**src/rtl/bgd_pkg.sv**
```systemverilog
package bgd_pkg;
  // Sum of absolute values, the square-root-free magnitude estimate.
  function automatic int unsigned abs_sum(input int du, input int dv);
    int unsigned a;
    int unsigned b;
    a = (du < 0) ? int'(-du) : int'(du);
    b = (dv < 0) ? int'(-dv) : int'(dv);
    return a + b;
  endfunction

  // Entry value for a foreground region closing a run of length run_len.
  function automatic int unsigned fg_code(input int unsigned run_len);
    return run_len + 1;
  endfunction
endpackage

```
**src/rtl/bgd_classifier.sv**
```systemverilog
module bgd_classifier #(
  parameter int FLOW_W = 12,
  localparam int MAG_W = FLOW_W + 1
) (
  input  logic signed [FLOW_W-1:0] du,
  input  logic signed [FLOW_W-1:0] dv,
  input  logic        [MAG_W-1:0]  thresh,
  output logic        [MAG_W-1:0]  mag,
  output logic                     fg
);
  always_comb begin
    mag = MAG_W'(bgd_pkg::abs_sum(int'(du), int'(dv)));
    fg  = (mag >= thresh);
  end
endmodule

```
**src/rtl/bgd_run_counter.sv**
```systemverilog
module bgd_run_counter #(
  parameter int ENTRY_W = 8
) (
  input  logic               clk,
  input  logic               rst_n,
  input  logic               clr,
  input  logic               valid,
  input  logic               fg,
  input  logic               eor,
  output logic               w0_en,
  output logic [ENTRY_W-1:0] w0_data,
  output logic               w1_en,
  output logic [ENTRY_W-1:0] w1_data,
  output logic               force_wr,
  output logic [ENTRY_W-1:0] cnt_q
);
  localparam logic [ENTRY_W-1:0] SAT  = ENTRY_W'((1 << ENTRY_W) - 2);
  localparam logic [ENTRY_W-1:0] SKIP = ENTRY_W'((1 << ENTRY_W) - 1);

  logic [ENTRY_W-1:0] cnt_d;

  always_comb begin
    w0_en    = 1'b0;
    w0_data  = '0;
    w1_en    = 1'b0;
    w1_data  = '0;
    force_wr = 1'b0;
    cnt_d    = cnt_q;
    if (valid) begin
      if (fg) begin
        w0_en   = 1'b1;
        w0_data = ENTRY_W'(bgd_pkg::fg_code(32'(cnt_q)));
        cnt_d   = '0;
      end else if (cnt_q == SAT - ENTRY_W'(1)) begin
        w0_en    = 1'b1;
        w0_data  = SKIP;
        force_wr = 1'b1;
        cnt_d    = '0;
      end else begin
        cnt_d = cnt_q + ENTRY_W'(1);
      end
      if (eor) begin
        if (w0_en) w1_en = 1'b1;
        else       w0_en = 1'b1;
        cnt_d = '0;
      end
    end
  end

  always_ff @(posedge clk or negedge rst_n) begin
    if (!rst_n)   cnt_q <= '0;
    else if (clr) cnt_q <= '0;
    else          cnt_q <= cnt_d;
  end
endmodule

```
**src/rtl/bgd_map_regs.sv**
```systemverilog
module bgd_map_regs #(
  parameter int DEPTH   = 20,
  parameter int ENTRY_W = 8,
  localparam int CNT_W  = $clog2(DEPTH + 1)
) (
  input  logic                       clk,
  input  logic                       rst_n,
  input  logic                       clr,
  input  logic                       w0_en,
  input  logic [ENTRY_W-1:0]         w0_data,
  input  logic                       w1_en,
  input  logic [ENTRY_W-1:0]         w1_data,
  output logic [DEPTH*ENTRY_W-1:0]   map_flat,
  output logic [CNT_W-1:0]           count,
  output logic                       full
);
  logic [CNT_W:0] idx0;
  logic [CNT_W:0] idx1;
  logic           acc0;
  logic           acc1;

  always_comb begin
    idx0 = {1'b0, count};
    idx1 = idx0 + (CNT_W+1)'(1);
    acc0 = w0_en && (idx0 < (CNT_W+1)'(DEPTH));
    acc1 = w0_en && w1_en && (idx1 < (CNT_W+1)'(DEPTH));
    full = (idx0 == (CNT_W+1)'(DEPTH));
  end

  for (genvar i = 0; i < DEPTH; i++) begin : g_slot
    logic [ENTRY_W-1:0] slot_q;
    always_ff @(posedge clk or negedge rst_n) begin
      if (!rst_n)                                  slot_q <= '0;
      else if (clr)                                slot_q <= '0;
      else if (acc0 && idx0 == (CNT_W+1)'(i))      slot_q <= w0_data;
      else if (acc1 && idx1 == (CNT_W+1)'(i))      slot_q <= w1_data;
    end
    assign map_flat[i*ENTRY_W +: ENTRY_W] = slot_q;
  end

  always_ff @(posedge clk or negedge rst_n) begin
    if (!rst_n)   count <= '0;
    else if (clr) count <= '0;
    else          count <= count + CNT_W'(acc0) + CNT_W'(acc1);
  end
endmodule

```
**src/rtl/bgd_distmap_enc.sv**
```systemverilog
module bgd_distmap_enc #(
  parameter int FLOW_W  = 12,
  parameter int DEPTH   = 20,
  parameter int ENTRY_W = 8,
  localparam int MAG_W  = FLOW_W + 1,
  localparam int CNT_W  = $clog2(DEPTH + 1)
) (
  input  logic                      clk,
  input  logic                      rst_n,
  input  logic                      start,
  input  logic                      in_valid,
  input  logic signed [FLOW_W-1:0]  in_du,
  input  logic signed [FLOW_W-1:0]  in_dv,
  input  logic                      in_row_end,
  input  logic                      in_last,
  input  logic [MAG_W-1:0]          thresh,
  output logic [DEPTH*ENTRY_W-1:0]  map_flat,
  output logic [CNT_W-1:0]          entry_count,
  output logic                      map_full,
  output logic                      tile_done
);
  // Named internal events, visible to the bound checker.
  logic               ev_fg;
  logic               ev_eor;
  logic               ev_take;
  logic               ev_force;
  logic [MAG_W-1:0]   mag;
  logic               w0_en;
  logic               w1_en;
  logic [ENTRY_W-1:0] w0_data;
  logic [ENTRY_W-1:0] w1_data;
  logic [ENTRY_W-1:0] run_cnt;

  assign ev_eor  = in_row_end | in_last;
  assign ev_take = in_valid & ~start;

  bgd_classifier #(.FLOW_W(FLOW_W)) u_cls (
    .du(in_du), .dv(in_dv), .thresh(thresh), .mag(mag), .fg(ev_fg)
  );

  bgd_run_counter #(.ENTRY_W(ENTRY_W)) u_run (
    .clk(clk), .rst_n(rst_n), .clr(start), .valid(ev_take), .fg(ev_fg),
    .eor(ev_eor), .w0_en(w0_en), .w0_data(w0_data), .w1_en(w1_en),
    .w1_data(w1_data), .force_wr(ev_force), .cnt_q(run_cnt)
  );

  bgd_map_regs #(.DEPTH(DEPTH), .ENTRY_W(ENTRY_W)) u_map (
    .clk(clk), .rst_n(rst_n), .clr(start), .w0_en(w0_en), .w0_data(w0_data),
    .w1_en(w1_en), .w1_data(w1_data), .map_flat(map_flat),
    .count(entry_count), .full(map_full)
  );

  always_ff @(posedge clk or negedge rst_n) begin
    if (!rst_n)                  tile_done <= 1'b0;
    else if (start)              tile_done <= 1'b0;
    else if (in_valid & in_last) tile_done <= 1'b1;
  end
endmodule

```
**config.mk**
```make
export PLATFORM = sky130hd
export DESIGN_NAME = bgd_distmap_enc
export DESIGN_NICKNAME = d
export VERILOG_FILES = /design/src/rtl/bgd_pkg.sv /design/src/rtl/bgd_classifier.sv /design/src/rtl/bgd_run_counter.sv /design/src/rtl/bgd_map_regs.sv /design/src/rtl/bgd_distmap_enc.sv
export SDC_FILE = /design/constraint.sdc
export NUM_CORES = 1
export LEC_CHECK = 0
export BUFFER_PORTS_ARGS = -buffer_cell sky130_fd_sc_hd__buf_4
export CAP_MARGIN = 10
export CORE_MARGIN = 3
export CORE_UTILIZATION = 54
export CTS_CLUSTER_SIZE = 20
export DETAILED_ROUTE_END_ITERATION = 7
export GPL_TIMING_DRIVEN = 0
export PLACE_DENSITY = 0.77
export RECOVER_POWER = 100
export SYNTH_ARGS = -nofsm -noshare
export SYNTH_HDL_FRONTEND = slang
export SYNTH_SLANG_ARGS = --single-unit
```
**constraint.sdc**
```tcl
create_clock -name clk -period 2.7 [get_ports clk]
set_input_delay 0.54 -clock clk [delete_from_list [all_inputs] [get_ports clk]]
set_output_delay 0.54 -clock clk [all_outputs]
set_load 0.02 [all_outputs]
```
==> impl_metrics.py <==
metrics = {
    "run_status": {
        "run_status": "finished, violations left",
        "violations": "capacitance limit, slew limit, setup timing",
    },
    "global_route": {
        "grt_pass1_wl_um": 44300,
        "gr-total-overflow": 0,
        "grt_max_degree": 91,
        "grt_usage": 0.310,
        "grt_pass1_vias": 8232,
        "antenna_found_initial": 0,
    },
    "clocking": {
        "path_clk_slew_ns": 0.07,
        "clock_sinks": 174,
        "clk_path_buf_depth": 2,
        "hold_buffers": 0,
        "cts_buffers": 17,
        "htreeDepth": 4,
        "cts_root_buf": "clkbuf_16",
        "cts_tree": "built",
        "clkLatencyLatePin_ns": 0.43,
    },
    "sta": {
        "clock-skew-final_ns": 0.0151,
        "finalCritPeriodShare": 1.69,
        "fin_crit_ns": 4.57,
        "setup-violations-final": 173,
        "slew_headroom": -0.427,
        "fmax_ghz": 0.219,
        "max_slew.worst_pin.slew_ns": 2.14,
        "rsz0062_at_grt": "yes",
        "setup_slack_ns": -1.87,
        "hold_viol": 0,
        "slew_viol_final": 86,
    },
    "logic_synthesis": {
        "yosysSeqAreaShare": 0.490,
        "syn_nets": 919,
        "synth_seq_cells": 174,
        "netlist_instances": 843,
        "synth.area.top_cells": "dfrtp_1 49%, a22o_1 7.1%, o22ai_1 5.2%, o21ai_0 4.6%, ha_1 4.4%",
        "synth.avg_cell_area_um2": 10.5,
        "synth_top_cell_by_area": "dfrtp_1",
        "synth_area_um2": 8880,
        "yosysUniqueCellTypes": 65,
        "synth_edf_count": 0,
        "synth_top_cell_area_share": 0.490,
        "ys.flop_type": "dfrtp_1",
        "synthArstFlopShare": 1.00,
        "yosys-top-cells-count": "174 x dfrtp_1, 81 x o21ai_0, 74 x o22ai_1, 72 x a22o_1, 37 x nand2_1",
        "synth.most_common_cell": "dfrtp_1",
        "yosys_warnings": 0,
    },
    "drt": {
        "routed-via-count": 9135,
        "drc": 0,
        "drtIter0Drc": 744,
        "firstDrtPassIters": 5,
        "routed_via_density": 6.59,
        "routed_wl_um": 34100,
        "wl_per_cell_um": 24.6,
        "ant_nets": 0,
    },
    "pwr": {
        "p_sw_frac": 0.327,
        "power_uw": 7330,
        "leakage_uw": 0.00558,
        "power.density_nw_per_um2": 559,
        "max-vdd-ir-drop_v": 0.000463,
        "comb_power_share": 0.295,
        "p_int_uw": 4930,
        "power_frac_seq": 0.358,
        "power_frac_clock": 0.346,
        "switchingPower_uw": 2400,
    },
    "placement": {
        "place_congestion": 0.909,
        "pre_cts_ws_ns": -2.56,
        "hpwlAfterDp_um": 18700,
        "io_buffers": 208,
    },
    "min_path": {
        "hold_class": "primary input to register",
        "hold_depth": 3,
    },
    "job": {
        "maxCapViolCount": 1,
    },
    "die": {
        "die_h_um": 134,
        "num_rows": 46,
        "die_x_um": 134,
        "io_pins": 210,
        "dieArea_um2": 18000,
        "initial_utilization": 0.555,
        "core_area_um2": 16000,
    },
    "critical_path": {
        "end_kind": "register",
        "r2r_cells": 12,
        "start_kind": "primary input",
        "cp_max_fo": 4,
        "crit_required_ns": 2.98,
        "crit_arrival_ns": 4.85,
        "path_class": "primary input to register",
    },
    "layout": {
        "antennaDiodeCount": 0,
        "syn2layout_area_growth_pct": 47.5,
        "layout.nets": 1235,
        "drive_gt1_frac": 0.338,
    },
}
==> power groups by stage <==
| stage | clock [uW] | sequential, uW | combinational [uW] |
|---|---|---|---|
| 2_1_floorplan | 0 | 2690 | 902 |
| 3_3_place_gp | 0 | 2670 | 1260 |
| 3_5_place_dp | 0 | 2670 | 1290 |
| 4_1_cts | 2510 | 2620 | 1660 |
| 5_1_grt | 2640 | 2630 | 2250 |
| 6_report | 2540 | 2630 | 2160 |
==> worst max-delay path, cell delays in order <==
cell,delay (ns)
buf_4,0.12
or3_4,0.40
nand2_2,0.09
xnor2_1,0.15
ha_1,0.28
o21ai_1,0.12
nor2_2,0.09
o41ai_4,0.27
o21ai_2,0.11
o41a_1,0.34
xor2_1,0.17
ha_1,0.36
and4_4,0.29
o211a_4,0.21
nand2_4,0.07
nand3_4,0.13
nand4_1,0.18
fa_2,0.42
inv_2,0.08
ha_4,0.14
nand2_2,0.06
xnor2_1,0.15
nor2_1,0.06
==> area by class of cell <==
| class | instances | area, um^2 |
|---|---|---|
| Clock buffer | 19 | 443 |
| Multi-Input combinational cell | 592 | 5350 |
| Fill cell | 984 | 2900 |
| Tap cell | 216 | 270 |
| Timing Repair Buffer | 300 | 2030 |
| Sequential cell | 174 | 4350 |
| Buffer | 46 | 394 |
| Clock inverter | 12 | 150 |
| Inverter | 28 | 110 |
==> metal layers <==
layer	track usage	share of wire
met2	0.494	0.48
met5	0	0
met1	0.411	0.38
met3	0.0923	0.095
met4	0.0984	0.049
==> per-stage QoR <==
stage / area (um^2) / setup TNS, ns / util / cells / hold WS (ns)
5_1_grt: 13100 / -315.80 / 0.819 / 1387 / 0.455
4_1_cts: 12600 / -249.49 / 0.786 / 1343 / 0.128
2_1_floorplan: 9190 / -276.13 / - / 843 / 0.244
3_3_place_gp: 11000 / -400.13 / 0.689 / 1267 / 0.487
3_5_place_dp: 11100 / -412.40 / 0.691 / 1268 / 0.484
6_report: 13100 / -294.91 / 0.819 / 1387 / 0.443
==> flip-flops by register name (all words and copies together) (netlist names) <==
register             count
u_map.count              5
u_run.cnt_q              8
u_map.g_slot.slot_q    160
tile_done                1
==> cell families (layout without fill, tap and decap cells) <==
kind of cell / Yosys count / after routing / synth area share
xor+xnor: 36 / 36 / 0.0355
flops: 174 / 174 / 0.490
compound gates: 353 / 353 / 0.287
simple gates: 162 / 162 / 0.0934
buf+inv: 77 / 405 / 0.0368
mux: 8 / 8 / 0.00902
fa+ha+maj: 33 / 33 / 0.0482
==> cell usage in the layout (no fill, tap or decap), types with 16 or more instances in the layout <==
| cell | n |
|---|---|
| o21ai_0 | 34 |
| inv_1 | 22 |
| clkbuf_1 | 178 |
| buf_12 | 16 |
| nor2_1 | 25 |
| o22ai_2 | 31 |
| clkbuf_16 | 22 |
| dfrtp_1 | 174 |
| buf_6 | 41 |
| a22o_1 | 72 |
| o22ai_1 | 43 |
| buf_4 | 88 |
| nand2_1 | 27 |
| nand3_1 | 17 |
| o21ai_1 | 17 |
| o21ai_4 | 17 |
| o21ai_2 | 29 |
| ha_1 | 27 |
| xnor2_1 | 28 |
==> timing repair <==
action	4_1_cts	5_1_grt
gates resized for setup	107	196
endpoints found under the setup margin	173	173
gates cloned	3	8
pin swaps	60	96
buffers inserted	42	45
hold endpoints to repair	0	0
==> final timing paths <==
check / slack, ns / startpoint / endpoint
max: -1.87 / in_dv[0] / u_map.count[4]$_DFF_PN0_
min: 0.44 / in_last / tile_done$_DFFE_PN0P_
max reg2reg: -0.81 / u_map.count[1]$_DFF_PN0_ / u_map.g_slot[3].slot_q[7]$_DFFE_PN0P_
min reg2reg: 0.50 / u_map.g_slot[2].slot_q[1]$_DFFE_PN0P_ / u_map.g_slot[2].slot_q[1]$_DFFE_PN0P_
max in group asynchronous: 0.30 / rst_n / u_map.g_slot[3].slot_q[3]$_DFFE_PN0P_
min in group asynchronous: 0.73 / rst_n / u_map.g_slot[13].slot_q[5]$_DFFE_PN0P_
No activity file was read; power rests on OpenSTA's default activity.
